$ cat config.mk
export PLATFORM = sky130hd
export DESIGN_NAME = dclk_stop
export DESIGN_NICKNAME = d
export VERILOG_FILES = /design/src/rtl/dcs_pkg.sv /design/src/rtl/dclk_stop_ctrl.sv /design/src/rtl/dclk_stop_lanes.sv /design/src/rtl/dclk_stop.sv
export SDC_FILE = /design/constraint.sdc
export NUM_CORES = 1
export LEC_CHECK = 0
export BUFFER_PORTS_ARGS = -buffer_cell sky130_fd_sc_hd__clkbuf_2
export CORE_AREA = 2 2 39 41
export DETAILED_ROUTE_END_ITERATION = 6
export DIE_AREA = 0 0 41 43
export PLACE_DENSITY_LB_ADDON = 0.2
export SLEW_MARGIN = 0
export SYNTH_ARGS = -nofsm -noshare
export SYNTH_HDL_FRONTEND = slang
export SYNTH_SLANG_ARGS = --single-unit
$ cat constraint.sdc
create_clock -name clk -period 1.3 [get_ports clk]
set_clock_uncertainty 0.1 [all_clocks]
set_input_delay 0.065 -clock clk [delete_from_list [all_inputs] [get_ports clk]]
set_output_delay 0.065 -clock clk [all_outputs]
set_load 0.01 [all_outputs]
$ cat src/rtl/dcs_pkg.sv
package dcs_pkg;
  // Strobes handed from the stop controller to the lane datapath.
  typedef struct packed {
    logic phaseHi;   // free-running true level for this cycle
    logic parkHold;  // stoppable lanes are held in their park state
  } dcs_strobe_t;

  typedef enum logic [0:0] {
    ST_RUN  = 1'b0,
    ST_PARK = 1'b1
  } dcs_state_t;
endpackage

$ cat src/rtl/dclk_stop_ctrl.sv
module dclk_stop_ctrl
  import dcs_pkg::*;
#(
  parameter int SYNC_STAGES = 2
) (
  input  logic        clk,
  input  logic        rstN,
  input  logic        stopReqN,
  input  logic        parkTri,
  output dcs_strobe_t strb
);
  localparam int SYNC_MSB = SYNC_STAGES - 1;

  logic [SYNC_MSB:0] syncQ;
  logic              reqSync;
  logic              sampQ;
  logic              stopValid;
  logic              phase;
  logic              nextPhase;
  logic              parkLevel;
  dcs_state_t        state;
  dcs_state_t        stateNxt;

  assign reqSync   = syncQ[SYNC_MSB];
  assign nextPhase = ~phase;
  assign parkLevel = ~parkTri;

  // Request synchronizer, stop asserted high internally.
  generate
    if (SYNC_STAGES > 1) begin : g_multi
      always_ff @(posedge clk or negedge rstN) begin
        if (!rstN) syncQ <= '0;
        else       syncQ <= {syncQ[SYNC_MSB-1:0], ~stopReqN};
      end
    end else begin : g_single
      always_ff @(posedge clk or negedge rstN) begin
        if (!rstN) syncQ <= '0;
        else       syncQ <= ~stopReqN;
      end
    end
  endgenerate

  // Output phase: true level toggles every reference cycle.
  always_ff @(posedge clk or negedge rstN) begin
    if (!rstN) phase <= 1'b0;
    else       phase <= nextPhase;
  end

  // Debounce: sample at complement rising edges (true falling), accept two equal samples.
  always_ff @(posedge clk or negedge rstN) begin
    if (!rstN) begin
      sampQ     <= 1'b0;
      stopValid <= 1'b0;
    end else if (phase) begin
      sampQ <= reqSync;
      if (reqSync == sampQ) stopValid <= reqSync;
    end
  end

  // Park state: enter on the edge that lands on the park level, leave where true rises.
  always_comb begin
    stateNxt = state;
    unique case (state)
      ST_RUN:  if (stopValid && (nextPhase == parkLevel)) stateNxt = ST_PARK;
      ST_PARK: if (!stopValid && nextPhase)               stateNxt = ST_RUN;
      default: stateNxt = ST_RUN;
    endcase
  end

  always_ff @(posedge clk or negedge rstN) begin
    if (!rstN) state <= ST_RUN;
    else       state <= stateNxt;
  end

  assign strb.phaseHi  = phase;
  assign strb.parkHold = (state == ST_PARK);

  AST_DEBOUNCE_RISE: assert property (@(posedge clk) disable iff (!rstN)
    $rose(stopValid) |-> ($past(reqSync) && $past(reqSync, 3)));
  AST_DEBOUNCE_FALL: assert property (@(posedge clk) disable iff (!rstN)
    $fell(stopValid) |-> (!$past(reqSync) && !$past(reqSync, 3)));
  AST_PARK_ENTRY: assert property (@(posedge clk) disable iff (!rstN)
    $rose(strb.parkHold) |-> (phase == !$past(parkTri)));
  AST_RESTART_HIGH: assert property (@(posedge clk) disable iff (!rstN)
    $fell(strb.parkHold) |-> phase);
  AST_RESTART_RELEASED: assert property (@(posedge clk) disable iff (!rstN)
    $fell(strb.parkHold) |-> !$past(stopValid));
endmodule

$ cat src/rtl/dclk_stop_lanes.sv
module dclk_stop_lanes
  import dcs_pkg::*;
#(
  parameter int NUM_PAIRS = 4
) (
  input  logic                 clk,
  input  logic                 rstN,
  input  dcs_strobe_t          strb,
  input  logic                 parkTri,
  input  logic [NUM_PAIRS-1:0] stopEn,
  input  logic [NUM_PAIRS-1:0] forceOff,
  output logic [NUM_PAIRS-1:0] difTrue,
  output logic [NUM_PAIRS-1:0] difComp,
  output logic [NUM_PAIRS-1:0] trueDrv,
  output logic [NUM_PAIRS-1:0] compDrv
);
  generate
    for (genvar i = 0; i < NUM_PAIRS; i++) begin : g_lane
      logic held;
      assign held = stopEn[i] & strb.parkHold;

      always_comb begin
        if (forceOff[i]) begin
          difTrue[i] = 1'b0;
          difComp[i] = 1'b0;
          trueDrv[i] = 1'b0;
          compDrv[i] = 1'b0;
        end else if (held) begin
          difTrue[i] = ~parkTri;
          difComp[i] = 1'b0;
          trueDrv[i] = ~parkTri;
          compDrv[i] = 1'b0;
        end else begin
          difTrue[i] = strb.phaseHi;
          difComp[i] = ~strb.phaseHi;
          trueDrv[i] = 1'b1;
          compDrv[i] = 1'b1;
        end
      end

      AST_OVERRIDE_OFF: assert property (@(posedge clk) disable iff (!rstN)
        forceOff[i] |-> !(difTrue[i] | difComp[i] | trueDrv[i] | compDrv[i]));
      AST_PARK_DRIVEN: assert property (@(posedge clk) disable iff (!rstN)
        (strb.parkHold && stopEn[i] && !forceOff[i] && !parkTri)
          |-> (difTrue[i] && trueDrv[i] && !difComp[i] && !compDrv[i]));
      AST_PARK_FLOAT: assert property (@(posedge clk) disable iff (!rstN)
        (strb.parkHold && stopEn[i] && !forceOff[i] && parkTri)
          |-> !(difTrue[i] | difComp[i] | trueDrv[i] | compDrv[i]));
      AST_RUN_COMPLEMENT: assert property (@(posedge clk) disable iff (!rstN)
        (trueDrv[i] && compDrv[i]) |-> (difComp[i] == !difTrue[i]));
      AST_FREE_TOGGLE: assert property (@(posedge clk) disable iff (!rstN)
        ($past(rstN) && !stopEn[i] && !forceOff[i] && $past(!stopEn[i] && !forceOff[i]))
          |-> (difTrue[i] != $past(difTrue[i])));
    end
  endgenerate
endmodule

$ cat src/rtl/dclk_stop.sv
module dclk_stop
  import dcs_pkg::*;
#(
  parameter int NUM_PAIRS   = 4,
  parameter int SYNC_STAGES = 2
) (
  input  logic                 clk,
  input  logic                 rstN,
  input  logic                 stopReqN,
  input  logic                 parkTri,
  input  logic [NUM_PAIRS-1:0] stopEn,
  input  logic [NUM_PAIRS-1:0] forceOff,
  output logic [NUM_PAIRS-1:0] difTrue,
  output logic [NUM_PAIRS-1:0] difComp,
  output logic [NUM_PAIRS-1:0] trueDrv,
  output logic [NUM_PAIRS-1:0] compDrv
);
  dcs_strobe_t strb;

  dclk_stop_ctrl #(
    .SYNC_STAGES(SYNC_STAGES)
  ) u_ctrl (
    .clk      (clk),
    .rstN     (rstN),
    .stopReqN (stopReqN),
    .parkTri  (parkTri),
    .strb     (strb)
  );

  dclk_stop_lanes #(
    .NUM_PAIRS(NUM_PAIRS)
  ) u_lanes (
    .clk      (clk),
    .rstN     (rstN),
    .strb     (strb),
    .parkTri  (parkTri),
    .stopEn   (stopEn),
    .forceOff (forceOff),
    .difTrue  (difTrue),
    .difComp  (difComp),
    .trueDrv  (trueDrv),
    .compDrv  (compDrv)
  );
endmodule

* Yosys cells after proc, flatten, opt, wreduce, memory -nomap -nowiden
Index checks and enable logic that the tools add are counted.
** Word-level totals
- Register bits :: 6
- Input bits :: 12
- Logic and storage cells :: 54
** Operators by class
- Equality and inequality tests :: 2
- Mux-type cells :: 35
- Bitwise gates (word level) :: 8
- Reduce and logical (&&, ||, !) cells :: 4
** Operators by type and width (count)
- 1-bit 2-to-1 mux :: 34
- 1-bit bitwise AND :: 4
- 1-bit NOT :: 4
- 1-bit equality test :: 2
- 1-bit logical AND :: 2
- 1-bit case mux with 2 select lines :: 1
- 2-bit AND reduction :: 1
- 1-bit zero test :: 1

* Depth between registers and ports, before layout
- Word-level depth :: 5
- Depth in mapped cells :: 4
- Mapped depth without buffers :: 2

* By module
From an unflattened synthesis, not the netlist that was laid out.
** Unflattened totals
- Cell total of the unflattened synthesis :: 43
- Area total of the unflattened synthesis :: 417.9 µm²
** Modules (own cells, without submodules)
- dclk_stop_ctrl :: times used 1, cells an instance 17, area each 227.7 µm²
- dclk_stop_lanes :: times used 1, cells an instance 26, area each 190.2 µm²

* Worst setup path after synthesis
OpenSTA, ideal clock, no wires.
- Path type :: register to output
- Start point :: register u_ctrl.state
- End point :: output difComp[0]
- Arrival :: 932 ps
- Required time :: 1135 ps
- Setup slack :: 203 ps
- Cell stages (with the launch flop) :: 4
- Cell sequence :: dfrtp_1 -> buf_6 -> a21oi_1 -> and2_1
** On the way
- Cells in the longest elaborated chain, start to end :: 3
** RTL lines
- start, declared :: line dclk_stop_ctrl.sv:21 : dcs_state_t state;
- start signal, assigned :: line dclk_stop_ctrl.sv:72 : else state <= stateNxt;
- 1-bit bitwise AND :: line dclk_stop_lanes.sv:20 : assign held = stopEn[i] & strb.parkHold;
- 1-bit 2-to-1 mux :: line dclk_stop_lanes.sv:28 : end else if (held) begin
- 1-bit 2-to-1 mux :: line dclk_stop_lanes.sv:23 : if (forceOff[i]) begin
- end, declared :: line dclk_stop.sv:14 : output logic [NUM_PAIRS-1:0] difComp,
No other way between the ends.

* Worst setup path in the final report
- Start point :: register u_ctrl.state
- End point :: output difTrue[0]
** On the way
- Cells in the longest elaborated chain, start to end :: 3
** RTL lines
- 1-bit bitwise AND :: line dclk_stop_lanes.sv:20
- 1-bit 2-to-1 mux :: line dclk_stop_lanes.sv:28
- 1-bit 2-to-1 mux :: line dclk_stop_lanes.sv:23
- end, declared :: line dclk_stop.sv:13 : output logic [NUM_PAIRS-1:0] difTrue,
No other way between the ends.

==> metrics.csv <==
metric;value;unit
hold_viol;0;
fin_ws;-0.0798;ns
startpoint_type;register;
wl;1.00;mm
setup_tns;-0.429;ns
maxSlewHeadroom;88.0;%
syn_inst;42;
routed.top_layer;met3;
grt_use_total;12.4;%
yosysSeqAreaShare;36.1;%
cp_max_fo;5;
rsz0062_at_grt;true;
worstPathArrival;1.21;ns
antenna_found_initial;0;
grt_first_pass_wirelength;1.48;mm
power_switching;169;uW
worstSetupStartpoint;u_ctrl.state;
fp-row-count;14;
dieWidth;41;um
dp_cells;82;
area_growth;59.3;%
layout_commonest_cell;clkbuf_2;
worst_pin_slew;0.179;ns
first_pass_iters;4;
p_leak;0.000328;uW
setup_violations;8;
wl_met2;496;um
final_max_slew_viol_count;0;
reg2reg_depth;2;
layout-drive-gt1-share;66.2;%
finalCritPeriodShare;106;%
htree_levels;1;
via_count;435;
end_kind;output port;
finalWeightedCongestion;0.702;
ir_worst_vdd;0.000460;V
p_comb_share;34.5;%
clockBufferDepth;2;
yosys_warnings;0;
core_area;1380;um^2
wl_met3;70;um
power.internal;402;uW
syn_avg_cell_area;9.89;um^2
first_global_vias;357;
pwr_density_cell;864;nW/um^2
gr-total-overflow;0;
swShare;29.6;%
drtIter0Drc;3;
port-buffer-count;27;
synth.distinct_cells;16;
ios;28;
maxCapViolCount;0;
initial_core_util;30.0;%
cts_inserted_buffers;3;
dieHeight;43;um
clk_latency;0.24;ns
grt_max_degree;11;
nNetsFinal;88;
hp-class;primary input to async pin;
clk_pin_slew;0.04;ns
clock-sinks;6;
status;finished with violations;
cp_data_required_time;1.13;ns
cts_tree;done;
mostFrequentLayoutCells;clkbuf_2, buf_2, a21oi_2;
failed_checks;negative setup slack;
fmax;0.725;GHz
via_per_inst;4.83;
r2r-start;u_ctrl.phase;
yosys_register_bits;6;
layout.cells.non_filler;90;
die-area;1760;um^2
placed_area;544;um^2
root_buffer;clkbuf_4;
min_period;1.38;ns
syn_area;415;um^2
post_drt_wl_per_cell;11.1;um
power_frac_seq;36.5;%
syn_nets;54;
ant_nets;0;
crit_type;register to output port;
hpwlAfterDp;697;um
remaining_drc_errors;0;
fin_area;662;um^2
cp-endpoint;difTrue[0];
antenna_cells;0;
clkPwrFrac;29.1;%
regToRegSetupSlack;0.21;ns
r2r-end;u_ctrl.stopValid;
drt-met1-wl;433;um
## registers in the layout, indices dropped and copies added (netlist names)
name / cells
u_ctrl.stopValid: 1
u_ctrl.sampQ: 1
u_ctrl.state: 1
u_ctrl.syncQ: 2
u_ctrl.phase: 1
## cell usage after synthesis, drive strengths merged
master,count,share of area (%)
a21oi,9,14
dfrtp,6,36
a21bo,4,9.6
a31oi,4,6.0
and2,4,6.0
nand3b,4,7.2
buf,2,5.4
inv,2,1.8
a21o,1,2.1
a22o,1,2.1
clkbuf,1,0.90
mux2,1,2.7
nand2b,1,1.5
o21bai,1,1.8
o2bb2ai,1,2.1
## worst min-delay path by stage
stage	start	endpoint	slack, ns	cells after the start
2_1_floorplan	rstN	u_ctrl.phase	-0.33	0
3_3_place_gp	rstN	u_ctrl.syncQ[1]	-0.20	1
3_5_place_dp	rstN	u_ctrl.syncQ[1]	-0.20	1
4_1_cts	rstN	u_ctrl.sampQ	0.08	2
5_1_grt	rstN	u_ctrl.sampQ	0.10	2
6_report	rstN	u_ctrl.sampQ	0.1	2
## cell families after synthesis
kind of cell,count (synthesis),share of synthesized area (%)
AND/OR/NAND/NOR,9,14.8
buffers and inverters,5,8.13
AO/OA/AOI/OAI,21,38.3
flip-flops,6,36.1
multiplexers,1,2.71
## layout make-up
cell class | count | area (um^2)
fillers | 130 | 722
multi-input cells | 31 | 274
repair buffers | 32 | 185
flip-flops and latches | 6 | 153
clock buffers | 3 | 22.5
well taps | 16 | 20.0
inverters | 2 | 7.51
## stage by stage
stage	hold slack [ns]	setup WS [ns]	util, %	power [uW]
global route	0.105	-0.136	47.8	615
global placement	-0.202	0.0661	39.3	357
floorplan	-0.331	0.203	-	310
detailed placement	-0.201	0.0649	39.3	358
CTS	0.0791	-0.0893	46.5	571
finish	0.0960	-0.0798	47.8	572
## routing by layer
layer	vias up	global-route usage (%)
met2	15	17.8
li1	221	-
met1	199	16.7
met4	0	8.00
met3	0	1.57
met5	-	0
## critical path, cell delays in order (launching register included)
cell     delay, ns
dfrtp_2       0.41
buf_6         0.13
a21bo_4       0.20
a21oi_2       0.09
buf_2         0.13
## power groups by stage
stage          Clock, uW  Combinational [uW]  Sequential [uW]
2_1_floorplan          0                 104              206
3_3_place_gp           0                 135              222
3_5_place_dp           0                 136              222
4_1_cts              175                 188              207
5_1_grt              189                 216              210
6_report             166                 197              208
## what timing repair did
| action | in CTS | in global routing |
|---|---|---|
| setup endpoints to repair | 16 | 15 |
| resized for setup | 12 | 14 |
| pin swaps | 4 | 2 |
| buffers inserted | 3 | 0 |
| hold buffers | 2 | 0 |
| hold endpoints to repair | 7 | 0 |
Power figures use the tool's default switching activity.
